==> config.mk <==
export PLATFORM = sky130hd
export DESIGN_NAME = qr_seq
export DESIGN_NICKNAME = d
export VERILOG_FILES = /design/src/rtl/qrs_pkg.sv /design/src/rtl/qrs_beat_ctr.sv /design/src/rtl/qrs_walker.sv /design/src/rtl/qr_seq.sv
export SDC_FILE = /design/constraint.sdc
export NUM_CORES = 1
export LEC_CHECK = 0
export ABC_AREA = 1
export BUFFER_PORTS_ARGS = -buffer_cell sky130_fd_sc_hd__buf_2
export CAP_MARGIN = 15
export CORE_MARGIN = 2
export CORE_UTILIZATION = 45
export DETAILED_ROUTE_END_ITERATION = 16
export PLACE_DENSITY = 0.65
export SLEW_MARGIN = 20
export SYNTH_ARGS = -nofsm -noshare
export SYNTH_HDL_FRONTEND = slang
export SYNTH_SLANG_ARGS = --single-unit
==> constraint.sdc <==
create_clock -name clk -period 4.3 [get_ports clk]
set_input_delay 0.43 -clock clk [delete_from_list [all_inputs] [get_ports clk]]
set_output_delay 0.43 -clock clk [all_outputs]
set_load 0.02 [all_outputs]
==> src/rtl/qrs_pkg.sv <==
package qrs_pkg;
  typedef enum logic [1:0] {
    OP_NORM = 2'b00,
    OP_DOT  = 2'b01,
    OP_DIV  = 2'b10,
    OP_SUB  = 2'b11
  } qrs_op_e;

  typedef enum logic [2:0] {
    PH_IDLE,
    PH_NORM,
    PH_DOT,
    PH_SUB,
    PH_ROOT,
    PH_RDIV,
    PH_QCOL
  } qrs_phase_e;
endpackage

==> src/rtl/qrs_beat_ctr.sv <==
module qrs_beat_ctr #(
  parameter int BEATS = 2,
  parameter int BW    = 1
) (
  input  logic          clk,
  input  logic          rst,
  input  logic          clear,
  input  logic          step,
  output logic [BW-1:0] beat,
  output logic          last
);
  localparam logic [BW-1:0] TOP = BW'(BEATS - 1);

  assign last = (beat == TOP);

  always_ff @(posedge clk) begin
    if (rst || clear) begin
      beat <= '0;
    end else if (step) begin
      beat <= last ? '0 : beat + BW'(1);
    end
  end
endmodule

==> src/rtl/qrs_walker.sv <==
module qrs_walker
  import qrs_pkg::*;
#(
  parameter int COLS = 3,
  parameter int KW   = 2
) (
  input  logic          clk,
  input  logic          rst,
  input  logic          start_i,
  input  logic          fire_i,
  input  logic          beat_last_i,
  output qrs_phase_e    phase_o,
  output logic [KW-1:0] k_o,
  output logic [KW-1:0] j_o,
  output logic          finish_o
);
  localparam logic [KW-1:0] LAST = KW'(COLS - 1);

  qrs_phase_e    ph_n;
  logic [KW-1:0] k_n, j_n;
  logic          col_end;

  assign col_end = fire_i && beat_last_i;

  always_comb begin
    ph_n     = phase_o;
    k_n      = k_o;
    j_n      = j_o;
    finish_o = 1'b0;
    case (phase_o)
      PH_IDLE: if (start_i) begin
        ph_n = PH_NORM;
        k_n  = '0;
        j_n  = '0;
      end
      PH_NORM: if (col_end) begin
        if (k_o == LAST) begin
          ph_n = PH_ROOT;
          k_n  = '0;
          j_n  = '0;
        end else begin
          ph_n = PH_DOT;
          j_n  = k_o + KW'(1);
        end
      end
      PH_DOT: if (col_end) begin
        if (j_o == LAST) begin
          ph_n = PH_SUB;
          j_n  = k_o + KW'(1);
        end else begin
          j_n = j_o + KW'(1);
        end
      end
      PH_SUB: if (col_end) begin
        if (j_o == LAST) begin
          ph_n = PH_NORM;
          k_n  = k_o + KW'(1);
          j_n  = k_o + KW'(1);
        end else begin
          j_n = j_o + KW'(1);
        end
      end
      PH_ROOT: if (fire_i) begin
        if (k_o == LAST) begin
          ph_n = PH_QCOL;
          j_n  = k_o;
        end else begin
          ph_n = PH_RDIV;
          j_n  = k_o + KW'(1);
        end
      end
      PH_RDIV: if (fire_i) begin
        if (j_o == LAST) begin
          ph_n = PH_QCOL;
          j_n  = k_o;
        end else begin
          j_n = j_o + KW'(1);
        end
      end
      PH_QCOL: if (col_end) begin
        if (k_o == LAST) begin
          ph_n     = PH_IDLE;
          k_n      = '0;
          j_n      = '0;
          finish_o = 1'b1;
        end else begin
          ph_n = PH_ROOT;
          k_n  = k_o + KW'(1);
          j_n  = k_o + KW'(1);
        end
      end
      default: ph_n = PH_IDLE;
    endcase
  end

  always_ff @(posedge clk) begin
    if (rst) begin
      phase_o <= PH_IDLE;
      k_o     <= '0;
      j_o     <= '0;
    end else begin
      phase_o <= ph_n;
      k_o     <= k_n;
      j_o     <= j_n;
    end
  end
endmodule

==> src/rtl/qr_seq.sv <==
module qr_seq
  import qrs_pkg::*;
#(
  parameter int ROWS   = 8,
  parameter int COLS   = 3,
  parameter int VEC    = 4,
  parameter int LVL_W  = 4,
  parameter int THRESH = 12,
  localparam int BEATS = ROWS / VEC,
  localparam int KW    = (COLS > 1) ? $clog2(COLS) : 1,
  localparam int BW    = (BEATS > 1) ? $clog2(BEATS) : 1
) (
  input  logic             clk,
  input  logic             rst,
  input  logic             start,
  input  logic             ins_ready,
  input  logic [LVL_W-1:0] fifo_level,
  output logic             ins_valid,
  output logic [1:0]       ins_op,
  output logic [KW-1:0]    ins_k,
  output logic [KW-1:0]    ins_j,
  output logic [BW-1:0]    ins_beat,
  output logic             ins_scalar,
  output logic             busy,
  output logic             done
);
  qrs_phase_e phase;
  logic       fire, vec_phase, beat_last, finish, below;

  assign below     = ({1'b0, fifo_level} < (LVL_W + 1)'(THRESH));
  assign busy      = (phase != PH_IDLE);
  assign ins_valid = busy && below;
  assign fire      = ins_valid && ins_ready;
  assign vec_phase = (phase == PH_NORM) || (phase == PH_DOT) ||
                     (phase == PH_SUB)  || (phase == PH_QCOL);

  qrs_beat_ctr #(.BEATS(BEATS), .BW(BW)) u_beat (
    .clk  (clk),
    .rst  (rst),
    .clear(start && !busy),
    .step (fire && vec_phase),
    .beat (ins_beat),
    .last (beat_last)
  );

  qrs_walker #(.COLS(COLS), .KW(KW)) u_walk (
    .clk        (clk),
    .rst        (rst),
    .start_i    (start),
    .fire_i     (fire),
    .beat_last_i(beat_last),
    .phase_o    (phase),
    .k_o        (ins_k),
    .j_o        (ins_j),
    .finish_o   (finish)
  );

  always_comb begin
    case (phase)
      PH_DOT:  ins_op = OP_DOT;
      PH_SUB:  ins_op = OP_SUB;
      PH_ROOT,
      PH_RDIV,
      PH_QCOL: ins_op = OP_DIV;
      default: ins_op = OP_NORM;
    endcase
  end

  assign ins_scalar = (phase == PH_ROOT) || (phase == PH_RDIV);

  always_ff @(posedge clk) begin
    if (rst) done <= 1'b0;
    else     done <= finish;
  end
endmodule

==> run summary, run 1 <==
Final Cycle Share: 0.441
Ant. Diodes: 0
largest net degree at the start of global routing: 11
Crit-path slowest cell: dfxtp_1
Worst EP required: 3.87 ns
Comb pwr share: 0.666
synth unique cells: 22
post-synthesis mux area share: 0
endpoints failing setup: 0
Synth Flop Type: dfxtp_1
Max-cap violations: 0
run status: finished, final reports clean
ANT nets after route: 0
sequential area share after synthesis: 0.238
Mapped Cells: 129
DPL Wire Length: 1.46 mm
complex-gate fraction of the synthesized area: 0.144
Worst setup EP type: output pin
Post-Place Setup Slack: 2.72 ns
Num CTS Buffers: 3
Warnings, synthesis: 0
Max stage delay on crit path: 0.37 ns
Final min period: 1.90 ns
CTS Hold Buffers Added: 0
Placer Congestion: 0.892
switching share of total power: 0.543
initial core utilization: 0.492
Leak: 0.000455 µW
setup TNS: 0 ns
Total Die Area: 2030 µm²
Vias/cell: 5.07
synthesized cell area: 758 µm²
Fillers: 168
reg2reg start: u_walk.k_o[0]
multi-input logic area: 499 µm²
initial drt markers: 25
# IOs: 19
Synth Area in Adders: 0.0495
setup bufs post-CTS: 0
die width: 45.1 µm
drt pass-1 iters: 6
Hold Path Origin: rst
Post-DP Area: 858 µm²
XOR/XNOR share of the synthesized area: 0
DRT Wirelength: 1.81 mm
Cell Count, Final, Fillers Out: 165
worst hold path class: in -> reg
flops & latches, synth: 9
Slew HR: 0.738
clock root buffer: clkbuf_4
Post-Synth Simple-Gate Area: 0.465
CTS tree: built
clk_lat worst skew: 0.27 ns
crit-path cells: inv_2, nand2_1, nor2_1, inv_1, nand4_1, buf_2
fin area: 885 µm²
FP Rows: 14
Post-synth EDFFs: 0
Placed Instances: 161
count of final hold-check violations: 0
clock tree buffer depth: 2
flip-flop and latch area: 180 µm²
Area growth syn-to-layout: 16.7%
most frequent cells in the layout: nand2_1 (35), nor2_1 (19), inv_1 (18)
layout cells sized above 1: 0.221
Reg clk slew, reported paths: 0.07 ns
Setup Skew: 0.00456 ns
DR WL/cell: 11.0 µm
clock power share: 0.114
Worst-Margin Slew: 0.390 ns
Floorplan Core Area: 1540 µm²
initial antenna violation count: 0
CP Launch Type: flop
asr flop ratio synth: 0
first-pass GRT wire length: 2.94 mm
largest family of logic cells by synthesized area: simple AND/OR/NAND/NOR gates
syn nets: 140
switching power: 323 µW
H-tree depth: 1
vias in the first global route: 725
kind of critical path: reg -> out
Peak VDD IR: 382 µV
Core Util, Final: 0.574
Synth Area per Inst: 5.88 µm²
Power Dens Cells: 673 nW/µm²
Reg power frac: 0.220
Resized cells post-CTS: 0
drc violations: 0
worst-path maximum fanout: 7
clk sinks: 9
most common cell after layout, fill and taps aside: nand2_1
nets@finish: 161
IO Port Bufs: 16
Slew Limit Fails: 0
setup repair after global routing missed its margin: false
crit path from: u_walk.phase_o[1]
worst path arrival time: 1.47 ns
Die H: 45.1 µm
GRT Util Overall: 0.200
Overflow after GRT: 0
internal power: 272 µW
Setup WS post-layout: 2.40 ns
via count: 837
fmax: 527 MHz
## logic make-up (layout without fill, tap and decap cells)
logic type                 after synthesis  in the layout
AOI/OAI and AO/OA                       20             20
adders and majority gates                3              3
buffers and inverters                   21             41
DFF                                      9              9
and+or+nand+nor                         76             76
## metal layers
metal	global-route usage	vias up	share of wire	routed length, µm
li1	-	455	-	-
met5	0	-	0	0
met1	0.284	361	0.49	889
met2	0.291	16	0.46	825
met3	0.0360	5	0.039	71
met4	0.0882	0	0.015	27
## registers in the layout (all words and copies together) (netlist names)
name            count
u_beat.beat         1
done                1
u_walk.j_o          2
u_walk.k_o          2
u_walk.phase_o      3
## path summary, 6_finish.rpt
kind,slack (ns),to,cells after the start
setup / recovery,2.40,ins_op[1],6
hold / removal,0.36,u_walk.k_o[1],2
setup reg to reg,2.75,u_walk.j_o[1],10
hold reg to reg,0.51,u_walk.k_o[1],2
## critical path: cells and delay by family, from the launching register on
kind	cells	cell delay, ns
and+or+nand+nor	3	0.43
DFF	1	0.37
buffers and inverters	3	0.39
## power by group through the flow
stage	Sequential (µW)	Clock, µW	Combinational, µW
2_1_floorplan	141	0	300
3_3_place_gp	132	0	391
3_5_place_dp	133	0	396
4_1_cts	131	71.1	398
5_1_grt	136	74.2	448
6_report	131	67.9	396
## metrics by stage
step           hold slack [ns]  power [µW]
3_5_place_dp             0.509         529
4_1_cts                  0.357         600
2_1_floorplan            0.499         440
6_report                 0.364         595
5_1_grt                  0.367         658
3_3_place_gp             0.500         523
## synth_stat cells (2+ instances only)
| library cell | n | share of area |
|---|---|---|
| nor3_1 | 3 | 0.020 |
| ha_1 | 3 | 0.050 |
| nand2_1 | 35 | 0.17 |
| nor2_1 | 19 | 0.094 |
| a21oi_1 | 7 | 0.046 |
| nand2_2 | 4 | 0.033 |
| dfxtp_1 | 9 | 0.24 |
| inv_2 | 3 | 0.015 |
| o22ai_1 | 2 | 0.016 |
| inv_1 | 18 | 0.089 |
| o21ai_0 | 8 | 0.053 |
| nand3_1 | 2 | 0.013 |
| nor2_2 | 3 | 0.025 |
| nand4_1 | 5 | 0.041 |
## layout make-up
type	count	share of cell area
Tap cell	16	0.0226
Multi-Input combinational cell	99	0.564
Sequential cell	9	0.204
Inverter	21	0.0891
Timing Repair Buffer	16	0.0905
Clock buffer	4	0.0297
(Power assumes the default switching activity.)
==> run 2: changes to the inputs <==
PLACE_DENSITY = 0.68   (was 0.65)
clock period = 1.7 ns   (was 4.3 ns; I/O delays follow)
==> run 2 against run 1 <==
Final area is 1.6% higher. Combinational power rose to 2.5 times the previous value. Worst hold slack lost 0.27 ns. Clock skew increased by 0.0012 ns. Worst setup slack got worse by 2.2 ns. Sequential power grew to 2.6 times the previous value. Critical endpoint is now ins_op[0]. Highest routed layer unchanged.
==> run summary, run 2 (synthesis results as in run 1) <==
endpoints failing setup: 0
kind of critical path: reg -> out
most frequent cells in the layout: nand2_1 (35), inv_1 (18), nor2_1 (18)
first-pass GRT wire length: 3.00 mm
Area growth syn-to-layout: 18.5%
worst path arrival time: 1.38 ns
Num CTS Buffers: 3
final hold slack: 0.0950 ns
Ant. Diodes: 0
largest register by flop count: u_walk.phase_o
Crit-path slowest cell: dfxtp_2
most common cell after layout, fill and taps aside: nand2_1
worst-path maximum fanout: 6
die width: 45.1 µm
GRT Util Overall: 0.202
Cell Count, Final, Fillers Out: 166
ANT nets after route: 0
fmax: 647 MHz
top flop regs: u_walk.phase_o x3, u_walk.j_o x2, u_walk.k_o x2
Overflow after GRT: 0
Fillers: 154
Die H: 45.1 µm
flip-flop and latch area: 184 µm²
Core Util, Final: 0.583
Placer Congestion: 0.879
Slew HR: 0.758
clock root buffer: clkbuf_4
Final Cycle Share: 0.909
FP Rows: 14
Setup WS post-layout: 0.155 ns
H-tree depth: 1
CTS tree: built
Peak VDD IR: 852 µV
WP buf/inv: 2
Vias/cell: 5.14
vias in the first global route: 732
Slew Limit Fails: 0
Post-Place Setup Slack: 0.183 ns
crit-path leading delay family: simple AND/OR/NAND/NOR gates
Reg clk slew, reported paths: 0.07 ns
flip-flop count of the largest register after layout: 3
Worst-Margin Slew: 0.361 ns
CP Launch Type: flop
Floorplan Core Area: 1540 µm²
via count: 853
drc violations: 0
Worst EP required: 1.53 ns
crit-path cells: inv_1, nor2_1, nand2_1, nand2_1, buf_2
IO Port Bufs: 16
DR WL/cell: 10.9 µm
worst hold path class: in -> reg
Setup Skew: 0.00577 ns
nets@finish: 162
clk_lat worst skew: 0.27 ns
Max stage delay on crit path: 0.38 ns
Power Dens Cells: 1690 nW/µm²
# IOs: 19
DPL Wire Length: 1.43 mm
multi-input logic area: 502 µm²
most frequent CP cell: nand2_1
largest net degree at the start of global routing: 11
FF-to-FF setup slack: 0.17 ns
initial core utilization: 0.492
drt pass-1 iters: 4
Final min period: 1.55 ns
DRT Wirelength: 1.82 mm
count of final hold-check violations: 0
layout cells sized above 1: 0.253
CTS Hold Buffers Added: 0
Placed Instances: 161
Worst setup EP type: output pin
initial drt markers: 20
initial antenna violation count: 0
Total Die Area: 2030 µm²
run status: finished, final reports clean
Leak: 0.000460 µW
clock tree buffer depth: 2
clk sinks: 9
Max-cap violations: 0
==> run 2: changes by cell type in the layout (fill, tap and decap cells not counted), sizes merged <==
cell / change
buf: +1
==> run 2: repair_timing <==
| action | 4_1_cts | 5_1_grt |
|---|---|---|
| gates resized for setup | 0 | 4 |
| buffers inserted | 0 | 1 |
| setup endpoints to repair | 0 | 8 |
==> run 2: path summary, 6_finish.rpt <==
kind	endpoint	depth (start not counted)	startpoint
min reg2reg	u_walk.k_o[0]	2	u_walk.k_o[0]
max	ins_op[0]	5	u_walk.phase_o[0]
max reg2reg	u_walk.phase_o[0]	10	u_walk.phase_o[2]
min	u_walk.k_o[0]	2	rst
==> run 2: where the power goes <==
part | internal [µW] | leakage (µW) | switching (µW)
clock | 91.1 | 0.0000150 | 89.4
sequential | 271 | 0.0000748 | 63.8
combinational | 333 | 0.000370 | 670
==> run 2: layout make-up <==
class	instances	share of cell area
clock buffer	4	0.0292
timing repair buffer	17	0.0975
inverter	21	0.0877
sequential	9	0.205
tap	16	0.0223
multi-input combinational	99	0.558
==> run 2: per-layer routing <==
metal  up-vias  GRT usage  wire, µm
li1        456          -         -
met1       368      0.285       896
met2        24      0.309       781
met3         5     0.0360       106
met4         0     0.0706        30
met5         -          0         0
==> run 2: through the flow <==
step / setup TNS (ns) / instance area [µm²] / total power, µW
6_report: 0 / 898 / 1520
5_1_grt: -0.0126 / 898 / 1680
4_1_cts: 0 / 885 / 1510
3_5_place_dp: 0 / 858 / 1330
3_3_place_gp: 0 / 858 / 1320
2_1_floorplan: 0 / 758 / 1110
==> run 3: changes to the inputs <==
--- a/config.mk
+++ b/config.mk
@@ -12,5 +12,6 @@
 export CORE_UTILIZATION = 45
 export DETAILED_ROUTE_END_ITERATION = 16
-export PLACE_DENSITY = 0.68
+export GPL_ROUTABILITY_DRIVEN = 0
+export PLACE_DENSITY = 0.65
 export SLEW_MARGIN = 20
 export SYNTH_ARGS = -nofsm -noshare
==> constraint.sdc (replaced) <==
create_clock -name clk -period 1.5 [get_ports clk]
set_input_delay 0.15 -clock clk [delete_from_list [all_inputs] [get_ports clk]]
set_output_delay 0.15 -clock clk [all_outputs]
set_load 0.1 [all_outputs]
==> run 3 against run 2 <==
Sequential power increased by 23%. Power increased by 86%. Combinational power increased by 120%. Core utilization increased by 14 points. Via count increased by 6.8%. Clock skew decreased by 0.0027 ns. Final area increased by 24%. Non-clock buffer count increased by 7. Register-to-register slack got worse by 0.11 ns. Worst hold slack got worse by 0.025 ns. Sequential share of layout area decreased by 2.3 points. Critical path type unchanged. Largest power group unchanged.
==> run summary, run 3 (synthesis results as in run 1) <==
run status: finished, final reports clean
Final min period: 1.49 ns
first-pass GRT wire length: 3.23 mm
Post-Place Setup Slack: 0.0498 ns
Max stage delay on crit path: 0.36 ns
drt pass-1 iters: 4
DPL Wire Length: 1.52 mm
layout cells sized above 1: 0.433
endpoints failing setup: 0
largest net degree at the start of global routing: 11
Worst EP required: 1.35 ns
initial drt markers: 21
CP Launch Type: flop
Reg clk slew, reported paths: 0.07 ns
Leak: 0.000525 µW
FF-to-FF setup slack: 0.06 ns
drc violations: 0
clk sinks: 9
nets@finish: 169
crit-path cells: buf_4, nor2_4, nand2_2, nand4_1, buf_12
fin area: 1110 µm²
initial core utilization: 0.492
Peak VDD IR: 1750 µV
WP buf/inv: 2
Hold Path Depth: 2
IO Port Bufs: 16
kind of critical path: reg -> out
worst-path maximum fanout: 5
worst reg-to-reg path cell count: 9
fmax: 670 MHz
Floorplan Core Area: 1540 µm²
# IOs: 19
Vias/cell: 5.27
via count: 911
most common cell after layout, fill and taps aside: nand2_1
Max-cap violations: 0
initial antenna violation count: 0
Total Power: 2820 µW
Total Die Area: 2030 µm²
FP Rows: 14
worst hold path class: in -> reg
final hold slack: 0.0705 ns
Die H: 45.1 µm
Core Util, Final: 0.722
setup repair after global routing missed its margin: true
Final Cycle Share: 0.996
Slew HR: 0.678
crit-path leading delay family: simple AND/OR/NAND/NOR gates
GRT Util Overall: 0.224
Num CTS Buffers: 3
die width: 45.1 µm
flip-flop count of the largest register after layout: 3
DR WL/cell: 11.8 µm
DRT Wirelength: 2.05 mm
Hold Path Origin: rst
top flop regs: u_walk.phase_o x3, u_walk.j_o x2, u_walk.k_o x2
Setup Skew: 0.00306 ns
reg2reg end: u_walk.j_o[0]
largest register by flop count: u_walk.phase_o
clock root buffer: clkbuf_4
CTS Hold Buffers Added: 0
clk_lat worst skew: 0.27 ns
count of final hold-check violations: 0
Ant. Diodes: 0
vias in the first global route: 761
Setup WS post-layout: 0.00665 ns
most frequent cells in the layout: nand2_1 (29), nor2_1 (14), inv_1 (12), buf_2 (12), buf_4 (9)
worst path arrival time: 1.34 ns
clock tree buffer depth: 2
ANT nets after route: 0
Overflow after GRT: 0
Worst setup EP type: output pin
reg2reg start: u_walk.phase_o[2]
Worst Hold End: u_walk.k_o[0]
Worst-Margin Slew: 0.487 ns
Power Dens Cells: 2530 nW/µm²
Area growth syn-to-layout: 46.7%
crit path from: u_walk.phase_o[0]
Crit-path slowest cell: dfxtp_4
Post-DP Area: 982 µm²
CTS tree: built
Slew Limit Fails: 0
H-tree depth: 1
-- run 3: cell count changes in the layout (fill, tap and decap cells not counted), sizes merged --
| cell | delta |
|---|---|
| buf | +7 |
-- run 3: how the worst max path moves through the flow --
stage / end / slack (ns) / cells past startpoint
after floorplan: u_beat.beat / -0.25 / 6
after global placement: u_walk.j_o[0] / 0.08 / 9
after detailed placement: u_walk.j_o[0] / 0.05 / 9
after CTS: ins_op[1] / 0.01 / 6
after global routing: u_walk.j_o[0] / -0.1 / 9
final: ins_op[1] / 0.007 / 5
-- run 3: area by class of cell --
cell class | count | area (µm²)
Multi-Input combinational cell | 99 | 582
Fill cell | 131 | 429
Sequential cell | 9 | 203
Timing Repair Buffer | 24 | 188
Inverter | 21 | 93.8
Clock buffer | 4 | 26.3
Tap cell | 16 | 20.0
-- run 3: repair_timing --
item / CTS / global route
pin swaps: 3 / 7
resized for setup: 8 / 10
setup endpoints to repair: 1 / 9
setup buffers: 7 / 1
-- run 3: where the power goes --
part	total, µW	switching (µW)	internal, µW	leakage (µW)
logic	2200	1510	692	0.000431
clock network	203	99.7	103	0.0000150
registers	412	88.2	323	0.0000783
total	2820	1700	1120	0.000525
-- run 3: routing by layer --
layer	global-route usage	share of wire	up-vias	wire (µm)
met5	0	0	-	0
met4	0.124	0.027	0	56
met3	0.0240	0.063	7	130
met2	0.346	0.48	30	985
met1	0.303	0.43	401	878
li1	-	-	473	-
-- run 3: per-stage QoR --
stage          setup TNS [ns]  std cells
2_1_floorplan          -0.417        129
3_3_place_gp                0        162
3_5_place_dp                0        162
4_1_cts                     0        172
5_1_grt                -0.361        173
6_report                    0        173
